[src/rtl/scfg_pkg.sv]
package scfg_pkg;
  // Strobes from the control section to the datapath
  typedef struct packed {
    logic shiftEn;  // capture one data bit
    logic clear;    // start of a new frame
    logic commit;   // complete frame ended by select rising
  } scfg_strobe_t;
endpackage

[src/rtl/scfg_ctrl.sv]
module scfg_ctrl
  import scfg_pkg::*;
#(
  parameter int FRAME_BITS  = 16,
  parameter int SYNC_STAGES = 2
) (
  input  logic         clk,
  input  logic         rstN,
  input  logic         csN,
  input  logic         sclk,
  input  logic         sdi,
  output logic         sdiS,
  output scfg_strobe_t strb
);
  localparam int CW = $clog2(FRAME_BITS + 2);
  localparam logic [CW-1:0] FULL = CW'(FRAME_BITS);
  localparam logic [CW-1:0] OVER = CW'(FRAME_BITS + 1);

  logic [2:0] syncPipe [SYNC_STAGES];
  logic csS, sclkS, csPrev, sclkPrev;
  logic [CW-1:0] bitCount;
  logic csRise, csFall, sclkRise;

  for (genvar s = 0; s < SYNC_STAGES; s++) begin : gSync
    if (s == 0) begin : gFirst
      always_ff @(posedge clk or negedge rstN)
        if (!rstN) syncPipe[s] <= 3'b100;
        else       syncPipe[s] <= {csN, sclk, sdi};
    end else begin : gRest
      always_ff @(posedge clk or negedge rstN)
        if (!rstN) syncPipe[s] <= 3'b100;
        else       syncPipe[s] <= syncPipe[s-1];
    end
  end

  assign csS   = syncPipe[SYNC_STAGES-1][2];
  assign sclkS = syncPipe[SYNC_STAGES-1][1];
  assign sdiS  = syncPipe[SYNC_STAGES-1][0];

  always_ff @(posedge clk or negedge rstN) begin
    if (!rstN) begin
      csPrev   <= 1'b1;
      sclkPrev <= 1'b0;
    end else begin
      csPrev   <= csS;
      sclkPrev <= sclkS;
    end
  end

  assign csRise   = csS & ~csPrev;
  assign csFall   = ~csS & csPrev;
  assign sclkRise = sclkS & ~sclkPrev;

  always_comb begin
    strb.clear   = csFall;
    strb.shiftEn = sclkRise & ~csS & ~csPrev;
    strb.commit  = csRise & (bitCount == FULL);
  end

  // Saturating edge counter; OVER marks an over-long frame
  always_ff @(posedge clk or negedge rstN) begin
    if (!rstN)                               bitCount <= '0;
    else if (strb.clear)                     bitCount <= '0;
    else if (strb.shiftEn && bitCount != OVER) bitCount <= bitCount + 1'b1;
  end
endmodule

[src/rtl/scfg_datapath.sv]
module scfg_datapath
  import scfg_pkg::*;
#(
  parameter int FRAME_BITS = 16,
  parameter int ADDR_BITS  = 3,
  parameter int NUM_REGS   = 4,
  parameter int GAIN_BITS  = 8
) (
  input  logic                             clk,
  input  logic                             rstN,
  input  logic                             sdiS,
  input  scfg_strobe_t                     strb,
  output logic [FRAME_BITS-1:0]            shiftReg,
  output logic [NUM_REGS*(FRAME_BITS-ADDR_BITS)-1:0] regBank,
  output logic [GAIN_BITS-1:0]             gainCode,
  output logic                             sleepEn,
  output logic                             standbyEn,
  output logic                             softResetN
);
  localparam int PAY = FRAME_BITS - ADDR_BITS;

  logic [ADDR_BITS-1:0] addrField;
  logic [PAY-1:0]       payload;
  logic [PAY-1:0]       regArr [NUM_REGS];

  // LSB arrives first: shift in from the top
  always_ff @(posedge clk or negedge rstN) begin
    if (!rstN)             shiftReg <= '0;
    else if (strb.clear)   shiftReg <= '0;
    else if (strb.shiftEn) shiftReg <= {sdiS, shiftReg[FRAME_BITS-1:1]};
  end

  assign addrField = shiftReg[ADDR_BITS-1:0];
  assign payload   = shiftReg[FRAME_BITS-1:ADDR_BITS];

  // Only addresses below NUM_REGS get a write enable
  for (genvar g = 0; g < NUM_REGS; g++) begin : gReg
    always_ff @(posedge clk or negedge rstN) begin
      if (!rstN) regArr[g] <= '0;
      else if (strb.commit && addrField == ADDR_BITS'(g)) regArr[g] <= payload;
    end
    assign regBank[g*PAY +: PAY] = regArr[g];
  end

  assign gainCode   = regArr[0][PAY-1 -: GAIN_BITS];
  assign sleepEn    = regArr[1][0];
  assign standbyEn  = regArr[1][1];
  assign softResetN = regArr[2][PAY-1];
endmodule

[src/rtl/serial_cfg_port.sv]
module serial_cfg_port
  import scfg_pkg::*;
#(
  parameter int FRAME_BITS  = 16,
  parameter int ADDR_BITS   = 3,
  parameter int NUM_REGS    = 4,
  parameter int GAIN_BITS   = 8,
  parameter int SYNC_STAGES = 2
) (
  input  logic                                        clk,
  input  logic                                        rstN,
  input  logic                                        csN,
  input  logic                                        sclk,
  input  logic                                        sdi,
  output logic [NUM_REGS*(FRAME_BITS-ADDR_BITS)-1:0]  regBank,
  output logic [GAIN_BITS-1:0]                        gainCode,
  output logic                                        sleepEn,
  output logic                                        standbyEn,
  output logic                                        softResetN
);
  scfg_strobe_t          strb;
  logic                  sdiS;
  logic [FRAME_BITS-1:0] shiftReg;

  scfg_ctrl #(.FRAME_BITS(FRAME_BITS), .SYNC_STAGES(SYNC_STAGES)) ctrl (
    .clk(clk), .rstN(rstN), .csN(csN), .sclk(sclk), .sdi(sdi),
    .sdiS(sdiS), .strb(strb)
  );

  scfg_datapath #(.FRAME_BITS(FRAME_BITS), .ADDR_BITS(ADDR_BITS),
                  .NUM_REGS(NUM_REGS), .GAIN_BITS(GAIN_BITS)) dpath (
    .clk(clk), .rstN(rstN), .sdiS(sdiS), .strb(strb), .shiftReg(shiftReg),
    .regBank(regBank), .gainCode(gainCode), .sleepEn(sleepEn),
    .standbyEn(standbyEn), .softResetN(softResetN)
  );
endmodule

[config.mk]
export PLATFORM = sky130hd
export DESIGN_NAME = serial_cfg_port
export DESIGN_NICKNAME = d
export VERILOG_FILES = /design/src/rtl/scfg_pkg.sv /design/src/rtl/scfg_ctrl.sv /design/src/rtl/scfg_datapath.sv /design/src/rtl/serial_cfg_port.sv
export SDC_FILE = /design/constraint.sdc
export NUM_CORES = 1
export LEC_CHECK = 0
export ABC_AREA = 1
export BUFFER_PORTS_ARGS = -buffer_cell sky130_fd_sc_hd__buf_4
export CORE_MARGIN = 8
export CORE_UTILIZATION = 30
export DETAILED_ROUTE_END_ITERATION = 16
export PLACE_DENSITY = 0.58
export SLEW_MARGIN = 25
export SYNTH_ARGS = -nofsm -noshare
export SYNTH_HDL_FRONTEND = slang
export SYNTH_HIERARCHICAL = 1
export SYNTH_SLANG_ARGS = --single-unit
[constraint.sdc]
create_clock -name clk -period 1.76 [get_ports clk]
set_input_delay 0.088 -clock clk [delete_from_list [all_inputs] [get_ports clk]]
set_output_delay 0.088 -clock clk [all_outputs]
set_load 0.02 [all_outputs]
==> flow_summary_export.csv, run 1 <==
group,metric,value,unit
worst_setup_path,required,2030,ps
run,drv_cap,0,
routing,dr_total_vias,2664,
finish,multi_input_area,1200,um^2
synth,yosys_warnings,6,
synth,synth.avg_cell_area,9.29,um^2
sta,setup_violations,0,
cts,cts_tree,"yes",
worst_setup_path,crit_type,"flop to flop",
place,io_buffers,67,
place,post-place-ws,47.1,ps
finish,regArea,2030,um^2
sta,fin_crit_sh,90.0,%
sta,worst_pin_slew,538,ps
cts,clk_pin_slew,60,ps
cts,cts.sinks,81,
routing,via_per_inst,4.55,
sta,rsz0062_at_grt,"yes",
sta,period_needed,1580,ps
finish,drive_gt1_share,27.1,%
pwr,p_leak,2.42,nW
synth,syn_nets,381,
routing,drc,0,
synth,synth.most_common_cell,"nand2_1",
grt,grt_usage,11.3,%
routing,drt_iter0_markers,136,
synth,synth-seq-cells,81,
grt,grt-ovfl-total,0,
worst_setup_path,critPathMaxFanout,22,
floorplanning,die-area,15200,um^2
place,place_congestion,0.762,
floorplanning,die_w,123,um
floorplanning,core-area,11400,um^2
sta,fin_skew,6.06,ps
pwr,p_per_area,903,nW/um^2
worst_setup_path,cpPeakStageDelay,380,ps
floorplanning,rows,39,
grt,grt_use_met3,3.97,%
run_status,run_status,"finished clean",
finish,final_util,38.9,%
finish,fill_cells,1127,
grt,grt-busiest-layer,"met2",
worst_setup_path,arrival,1860,ps
grt,grt_max_degree,44,
sta,final.setup.worst_slack,176,ps
cts,cts_buffers,9,
hold_path,hold_class,"primary input to asynchronous set/reset pin",
routing,drt_pass1_iterations,4,
sta,final-max-slew-violation-count,0,
cts,insertion_delay,330,ps
routing,post_drt_wl_per_cell,14.3,um
synth,synth-edff-count,0,
floorplanning,ios,68,
synth,synth_top_flop_cell,"dfrtp_1",
worst_setup_path,cp-start-kind,"flop",
worst_setup_path,path_cells,"inv_1 -> ha_1 -> nand3_1 -> nor3_2 -> inv_1 -> nor2_4 -> buf_4 -> nand3_1 -> nand2_1",
pwr,worst_ir_drop_vdd,0.519,mV
synth,syn_inst,373,
synth,synth_area_leaders,"dfrtp_1 56%, nand2_1 16%, nand3_1 11%",
grt,antenna_found_initial,0,
finish,syn_to_final_growth,27.5,%
grt,grtUsageMet1,13.2,%
routing,wl,8360,um
sta,hold_viol_final,0,
cts,cts_root_buffer,"clkbuf_16",
worst_setup_path,critPathCaptureType,"flop",
worst_setup_path,crit_slowest_cell,"dfrtp_1",
sta,tns,0,ps
pwr,power,3.99,mW
synth,ys_seq_area_share,58.6,%
sta,timing.hold.ws,184,ps
synth,synth_area,3470,um^2
synth,async_reset_ff_share,100,%
cts,cts_setup_buffers,0,
cts,cts_max_level,3,
synth,synth_top_area_share,56.3,%
finish,fin_nets,447,
floorplanning,initial_utilization,30.5,%
place,dp_hpwl,5990,um
grt,grt_pass1_wl,13600,um
floorplanning,fp.dieH,123,um
synth,yosys.cell_types.count,22,
synth,synth_common_cells,"147 x nand2_1, 78 x dfrtp_1, 75 x nand3_1",
routing,antenna_left,0,
finish,antenna_cells,0,
grt,grt_pass1_vias,2669,
sta,max_freq,631,MHz
sta,relSlewSlack,64.0,%
synth,yosysTopAreaCell,"dfrtp_1",
cts,cts.path.max_buffers,2,
grt,met2_usage,19.3,%
==> placed cells by master (no fill, tap or decap), types with 4 or more instances in the layout <==
cell / instances
buf_4: 79
clkbuf_16: 9
dfrtp_1: 78
dlygate4sd3_1: 4
inv_1: 7
inv_2: 5
nand2_1: 144
nand2_2: 5
nand2_4: 4
nand3_1: 75
nor2_1: 4
nor2_4: 5
==> worst max-delay path: cells and delay by family (launching register included) <==
family,cells,cell delay (ps)
DFF,1,380
and+or+nand+nor,5,570
buffers and inverters,3,420
adders and majority gates,1,150
==> path summary, 6_finish.rpt <==
| check | from | depth (start not counted) | to | slack, ps |
|---|---|---|---|---|
| setup / recovery | ctrl/bitCount[0] | 9 | dpath/regBank[32] | 180 |
| hold / removal | rstN | 2 | dpath/regBank[40] | 180 |
| setup reg to reg | ctrl/bitCount[0] | 9 | dpath/regBank[32] | 180 |
| hold reg to reg | ctrl/syncPipe[3] | 0 | ctrl/sdiS | 350 |
| max in group asynchronous | rstN | 3 | dpath/shiftReg[1] | 1020 |
| min in group clk | ctrl/syncPipe[3] | 0 | ctrl/sdiS | 350 |
==> layout make-up <==
class	count	area share (%)
inverters	12	1.02
multi-input cells	251	27.1
clock inverters	6	2.04
flip-flops and latches	81	46.0
well taps	143	4.05
repair buffers	84	14.8
clock buffers	9	5.10
==> logic make-up after synthesis <==
family,after synthesis,synth area share [%]
adder cells (fa/ha/maj),3,1.08
AO/OA/AOI/OAI,4,0.577
flip-flops,81,58.6
AND/OR/NAND/NOR,243,32.2
XOR/XNOR,1,0.253
buffers and inverters,41,7.26
==> stage by stage <==
step | cell area [um^2] | cells
detailed placement | 4050 | 567
global route | 4420 | 586
global placement | 4050 | 567
CTS | 4410 | 586
finish | 4420 | 586
floorplan | 3470 | 373
==> state kept, by name (all words and copies together), names as in the netlist <==
name and cells:
ctrl/bitCount 5, ctrl/csPrev 1, ctrl/csS 1, ctrl/sclkPrev 1
ctrl/sclkS 1, ctrl/sdiS 1, ctrl/syncPipe 3, dpath/gainCode 8
dpath/regBank 44, dpath/shiftReg 16
==> report_power, final <==
group / switching [mW] / internal, mW / total, mW / leakage (nW)
combinational: 0.0823 / 0.0409 / 0.123 / 1.16
sequential: 0.0142 / 1.88 / 1.90 / 1.11
clock: 0.732 / 1.24 / 1.97 / 0.152
==> per-layer routing <==
metal	wire, um	vias up
li1	-	1324
met1	3490	1261
met2	4160	66
met3	598	13
met4	119	0
met5	0	-
==> what timing repair did <==
item | 4_1_cts | 5_1_grt
endpoints found under the setup margin | 0 | 52
hold buffers | 4 | 0
resized for setup | 0 | 4
hold endpoints to repair | 65 | 0
Note: power is estimated with default switching activity, not from simulation.
==> inputs of run 2 (changes only) <==
- ABC_AREA: 1 -> 0
- ABC_CLOCK_PERIOD_IN_PS: default -> 1550
- PLACE_DENSITY: 0.58 -> 0.57
- clock period: 1.76 -> 1.55 ns (I/O delays scaled with it)
==> flow_summary_export.csv, run 2 <==
group,metric,value,unit
finish,drive_gt1_share,55.6,%
finish,multi_input_area,1290,um^2
worst_setup_path,crit_type,"flop to flop",
sta,final-max-slew-violation-count,0,
finish,final_area,4690,um^2
grt,grt_max_degree,31,
cts,cts.sinks,81,
floorplanning,die_w,122,um
pwr,clock_power_share,48.3,%
finish,syn_to_final_growth,38.6,%
floorplanning,core-area,10900,um^2
worst_setup_path,path_common_cell,"nor4b_4",
pwr,worst_ir_drop_vdd,0.646,mV
synth,ys_seq_area_share,60.0,%
synth,syn_nets,227,
synth,syn_inst,219,
sta,period_needed,1800,ps
cts,clk_pin_slew,60,ps
finish,largest_reg_flops,44,
synth,yosys.cell_types.count,31,
run_status,violations,"negative setup slack",
floorplanning,fp.dieH,122,um
synth,synth.avg_cell_area,15.5,um^2
finish,antenna_cells,0,
sta,fin_crit_sh,116,%
cts,cts_buffers,9,
cts,cts_max_level,3,
floorplanning,rows,38,
grt,grt-ovfl-total,0,
finish,regArea,2030,um^2
finish,mostFrequentLayoutCells,"81 x buf_4, 78 x dfrtp_1, 44 x mux2_4, 17 x mux2i_1, 16 x nor2_1",
synth,async_reset_ff_share,100,%
routing,drt_pass1_iterations,4,
finish,fin_nets,317,
routing,antenna_left,0,
worst_setup_path,critPathMaxFanout,6,
sta,setup_violations,72,
place,dpl_cell_area,4230,um^2
place,place_congestion,0.696,
grt,grt_pass1_wl,12000,um
routing,drt_iter0_markers,91,
worst_setup_path,cpPeakStageDelay,530,ps
synth,synth_top_flop_cell,"dfrtp_1",
grt,antenna_found_initial,0,
floorplanning,die-area,14900,um^2
pwr,switching_share,20.5,%
worst_setup_path,cp-start-kind,"flop",
synth,synth_area_leaders,"dfrtp_1 58%, mux2_4 13%, mux2i_1 5.0%",
sta,final.setup.worst_slack,-255,ps
synth,synth_common_cells,"78 x dfrtp_1, 30 x mux2_4, 17 x mux2i_1",
pwr,cell_internal_pwr,3.52,mW
run,drv_cap,0,
worst_setup_path,path_cells,"nor4b_4 -> and3_4 -> nor4b_4 -> buf_6 -> mux2_4",
worst_setup_path,critical_path.top_delay_family,"simple AND/OR/NAND/NOR gates",
pwr,switching_power,0.907,mW
worst_setup_path,critPathCaptureType,"flop",
grt,grt_usage,10.6,%
pwr,p_per_area,944,nW/um^2
cts,cts.path.max_buffers,2,
place,dp_hpwl,5200,um
routing,via_per_inst,4.43,
worst_setup_path,crit_buf_inv,1,
routing,drc,0,
sta,hold_viol_final,0,
hold_path,hold_class,"primary input to asynchronous set/reset pin",
synth,synth-seq-cells,81,
synth,synth.most_common_cell,"dfrtp_1",
finish,final_common_cell,"buf_4",
worst_setup_path,cp.depth,5,
pwr,p_leak,2.36,nW
sta,rsz0062_at_grt,"yes",
pwr,comb_power_share,3.3,%
cts,cts_tree,"yes",
synth,synth-edff-count,0,
floorplanning,ios,68,
synth,synth_top_area_share,57.7,%
cts,insertion_delay,340,ps
routing,dr_total_vias,2007,
worst_setup_path,required,1770,ps
finish,fill_cells,1001,
sta,max_freq,554,MHz
sta,worst_pin_slew,456,ps
synth,yosysTopAreaCell,"dfrtp_1",
grt,grt_pass1_vias,2111,
run_status,run_status,"complete, but fails checks",
place,io_buffers,67,
sta,relSlewSlack,69.2,%
sta,fin_skew,10.0,ps
routing,wl,7430,um
routing,post_drt_wl_per_cell,16.4,um
synth,yosys_warnings,6,
cts,cts_root_buffer,"clkbuf_16",
worst_setup_path,r2r_cells,5,
floorplanning,initial_utilization,30.9,%
cts,cts_setup_buffers,0,
finish,final_util,42.9,%
pwr,p_seq_share,48.4,%
worst_setup_path,arrival,2020,ps
worst_setup_path,crit_slowest_cell,"dfstp_2",
synth,synth_area,3380,um^2
==> run 2: cell types whose count changed after synthesis, moves of 5 or more <==
cell / before / now
nor2_4: 5 / 0
buf_2: 9 / 2
mux2_4: 0 / 30
inv_2: 5 / 0
mux2_1: 0 / 10
mux2_2: 0 / 12
nand3_1: 75 / 4
nor2_1: 4 / 16
nand2_1: 147 / 1
mux2i_1: 0 / 17
==> run 2: cells by family after synthesis <==
kind of cell / count (synthesis) / synth area share, %
AOI/OAI and AO/OA: 8 / 1.26
adders and majority gates: 3 / 1.11
buffers and inverters: 25 / 5.32
muxes: 69 / 25.7
and+or+nand+nor: 33 / 6.65
DFF: 81 / 60.0
==> run 2: final timing paths <==
check	startpoint	to	slack, ps
min in group clk	ctrl/syncPipe[4]	ctrl/sclkS	350
hold reg to reg	ctrl/syncPipe[4]	ctrl/sclkS	350
setup / recovery	ctrl/csS	dpath/regBank[1]	-250
max in group asynchronous	rstN	dpath/regBank[29]	780
setup reg to reg	ctrl/csS	dpath/regBank[1]	-250
hold / removal	rstN	dpath/regBank[39]	210
==> run 2: stage by stage <==
stage	worst slack (ps)	power, mW	setup TNS, ps	std cells	hold WS (ps)
3_3_place_gp	-246	2.31	-12680	434	26.9
3_5_place_dp	-264	2.31	-13750	434	27.8
4_1_cts	-271	4.52	-14450	453	205
2_1_floorplan	-294	2.22	-10460	219	-218
6_report	-255	4.43	-13530	453	211
5_1_grt	-336	4.62	-18280	453	254
==> run 2: worst register-to-register path, cell delays in order, from the launching register on <==
cell     delay (ps)
dfstp_2         530
nor4b_4         180
and3_4          230
nor4b_4         250
buf_6           200
mux2_4          310
==> run 2: area by class of cell <==
| class | count | share of cell area (%) |
|---|---|---|
| Multi-Input combinational cell | 113 | 27.4 |
| Tap cell | 140 | 3.73 |
| Inverter | 5 | 0.560 |
| Clock buffer | 11 | 5.39 |
| Clock inverter | 4 | 1.12 |
| Sequential cell | 81 | 43.3 |
| Timing Repair Buffer | 99 | 18.5 |
==> run 2: power groups by stage <==
stage          Sequential, mW  Clock (mW)  Combinational (mW)
5_1_grt                  2.15        2.31               0.162
3_5_place_dp             2.18           0               0.131
2_1_floorplan            2.18           0              0.0388
6_report                 2.14        2.14               0.144
4_1_cts                  2.14        2.23               0.146
3_3_place_gp             2.18           0               0.129
==> run 2: per-layer routing <==
| metal | wire length [um] | up-vias | global-route usage [%] |
|---|---|---|---|
| met1 | 3320 | 1015 | 13.6 |
| met3 | 465 | 9 | 3.54 |
| met2 | 3510 | 46 | 15.9 |
| li1 | - | 937 | - |
| met5 | 0 | - | 0 |
| met4 | 131 | 0 | 5.03 |
==> run 2: timing repair <==
item | 4_1_cts | 5_1_grt
endpoints found under the hold margin | 29 | 0
hold buffers | 4 | 0
setup endpoints to repair | 73 | 73
pin swaps | 6 | 5
gates resized for setup | 25 | 7
==> inputs of run 3 (changes only) <==
- CTS_BUF_LIST: default -> sky130_fd_sc_hd__clkbuf_8
- GPL_TIMING_DRIVEN: default -> 0
==> flow_summary_export.csv, run 3 (synthesis gave the netlist of run 2 again) <==
group,metric,value,unit
run_status,run_status,"complete, but fails checks",
run_status,violations,"negative setup slack",
sta,max_freq,521,MHz
cts,cts_max_level,3,
hold_path,hold_class,"primary input to asynchronous set/reset pin",
floorplanning,die_w,122,um
finish,mostFrequentLayoutCells,"83 x buf_4, 77 x dfrtp_1, 47 x mux2_4, 16 x mux2i_1, 16 x nor2_1",
finish,final_common_cell,"buf_4",
cts,insertion_delay,360,ps
place,dp_hpwl,4660,um
sta,worst_pin_slew,732,ps
worst_setup_path,cp-endpoint,"dpath/gainCode[3]",
pwr,switching_share,24.5,%
finish,largest_reg_flops,44,
pwr,comb_power_share,3.3,%
worst_setup_path,crit_type,"flop to flop",
sta,rsz0062_at_grt,"yes",
floorplanning,initial_utilization,30.9,%
worst_setup_path,r2r_start,"ctrl/csS",
cts,clk_pin_slew,90,ps
routing,drc,0,
worst_setup_path,r2r_end,"dpath/gainCode[3]",
finish,fin_nets,324,
cts,cts_root_buffer,"clkbuf_8",
finish,final_area,4640,um^2
floorplanning,ios,68,
pwr,worst_ir_drop_vdd,0.474,mV
finish,syn_to_final_growth,37.1,%
worst_setup_path,cp-start-kind,"flop",
pwr,clock_power_share,39.4,%
place,place_congestion,0.746,
worst_setup_path,critPathMaxFanout,5,
pwr,power,3.74,mW
routing,via_per_inst,4.46,
sta,hold_viol_final,0,
pwr,p_seq_share,57.3,%
finish,antenna_cells,0,
sta,fin_crit_sh,124,%
sta,fin_skew,15.1,ps
cts,cts.sinks,81,
floorplanning,core-area,10900,um^2
finish,fill_cells,1012,
floorplanning,rows,38,
routing,drt_pass1_iterations,4,
place,io_buffers,67,
pwr,p_per_area,806,nW/um^2
routing,antenna_left,0,
pwr,p_leak,2.36,nW
cts,cts_tree,"yes",
grt,antenna_found_initial,0,
sta,period_needed,1920,ps
sta,final.setup.worst_slack,-369,ps
routing,wl,7560,um
grt,grt-ovfl-total,0,
worst_setup_path,arrival,2170,ps
worst_setup_path,critPathCaptureType,"flop",
grt,grt_max_degree,82,
sta,timing.hold.ws,325,ps
finish,drive_gt1_share,57.0,%
grt,grt_pass1_vias,2173,
pwr,switching_power,0.917,mW
grt,grt_pass1_wl,12300,um
routing,dr_total_vias,2054,
routing,post_drt_wl_per_cell,16.4,um
worst_setup_path,required,1800,ps
floorplanning,die-area,14900,um^2
worst_setup_path,crit_start,"ctrl/csS",
floorplanning,fp.dieH,122,um
pwr,cell_internal_pwr,2.82,mW
run,drv_cap,0,
worst_setup_path,r2r_cells,6,
cts,cts_buffers,9,
place,dpl_cell_area,4130,um^2
sta,final-max-slew-violation-count,0,
grt,grt_usage,10.5,%
sta,setup_violations,72,
sta,relSlewSlack,51.2,%
worst_setup_path,r2r_setup_slack,-370,ps
cts,cts.path.max_buffers,2,
routing,drt_iter0_markers,118,
[run 3: cell types whose count changed in the layout (fill, tap and decap cells not counted), sizes merged]
cell | before | now
inv | 5 | 8
buf | 95 | 100
clkbuf | 11 | 12
bufinv | 1 | 0
[run 3: cell type report]
cell class                      count  area [um^2]  area share [%]
Buffer                             19          205            4.42
Clock buffer                       10          138            2.97
Clock inverter                      6         48.8            1.05
Inverter                            5         21.3           0.458
Multi-Input combinational cell    113         1280            27.5
Sequential cell                    81         2030            43.8
Tap cell                          140          175            3.77
Timing Repair Buffer               87          743            16.0
[run 3: what timing repair did]
item / in CTS / in global routing
endpoints found under the setup margin: 68 / 73
cloned: 3 / 0
pin swaps: 4 / 8
buffers inserted: 12 / 2
endpoints found under the hold margin: 81 / 0
hold buffers: 4 / 0
gates resized for setup: 30 / 8
[run 3: through the flow]
stage,std cells,utilization (%),setup slack (ps),setup TNS (ps)
after CTS,460,42.2,-345,-16510
after global routing,461,42.4,-458,-20880
after detailed placement,426,37.8,-508,-19630
after floorplan,219,-,-294,-10460
final,461,42.4,-369,-16360
after global placement,426,37.8,-498,-19530
[run 3: worst min path at each step]
stage	start	end	slack (ps)
4_1_cts	ctrl/syncPipe[3]	ctrl/sdiS	350
3_3_place_gp	sclk	ctrl/syncPipe[4]	190
6_report	rstN	dpath/regBank[1]	320
2_1_floorplan	rstN	ctrl/bitCount[0]	-220
3_5_place_dp	csN	ctrl/syncPipe[5]	190
5_1_grt	sclk	ctrl/syncPipe[4]	360
[run 3: power by group through the flow]
stage	sequential [mW]	clock (mW)	combinational, mW
after detailed placement	2.19	0	0.0988
after floorplan	2.18	0	0.0388
after global placement	2.19	0	0.0972
after global routing	2.15	1.62	0.141
final	2.14	1.47	0.124
after CTS	2.14	1.53	0.125
[run 3: metal layers]
layer	GRT usage (%)	share of wire, %
met1	13.4	44
met2	16.3	48
met3	3.67	6.1
met4	3.58	1.7
met5	0	0
[run 3: critical path, cell delays in order (launching register included)]
cell,delay [ps]
dfstp_2,540
nor4b_4,180
and3_4,250
nor4b_4,200
buf_4,190
buf_6,140
mux2_1,320
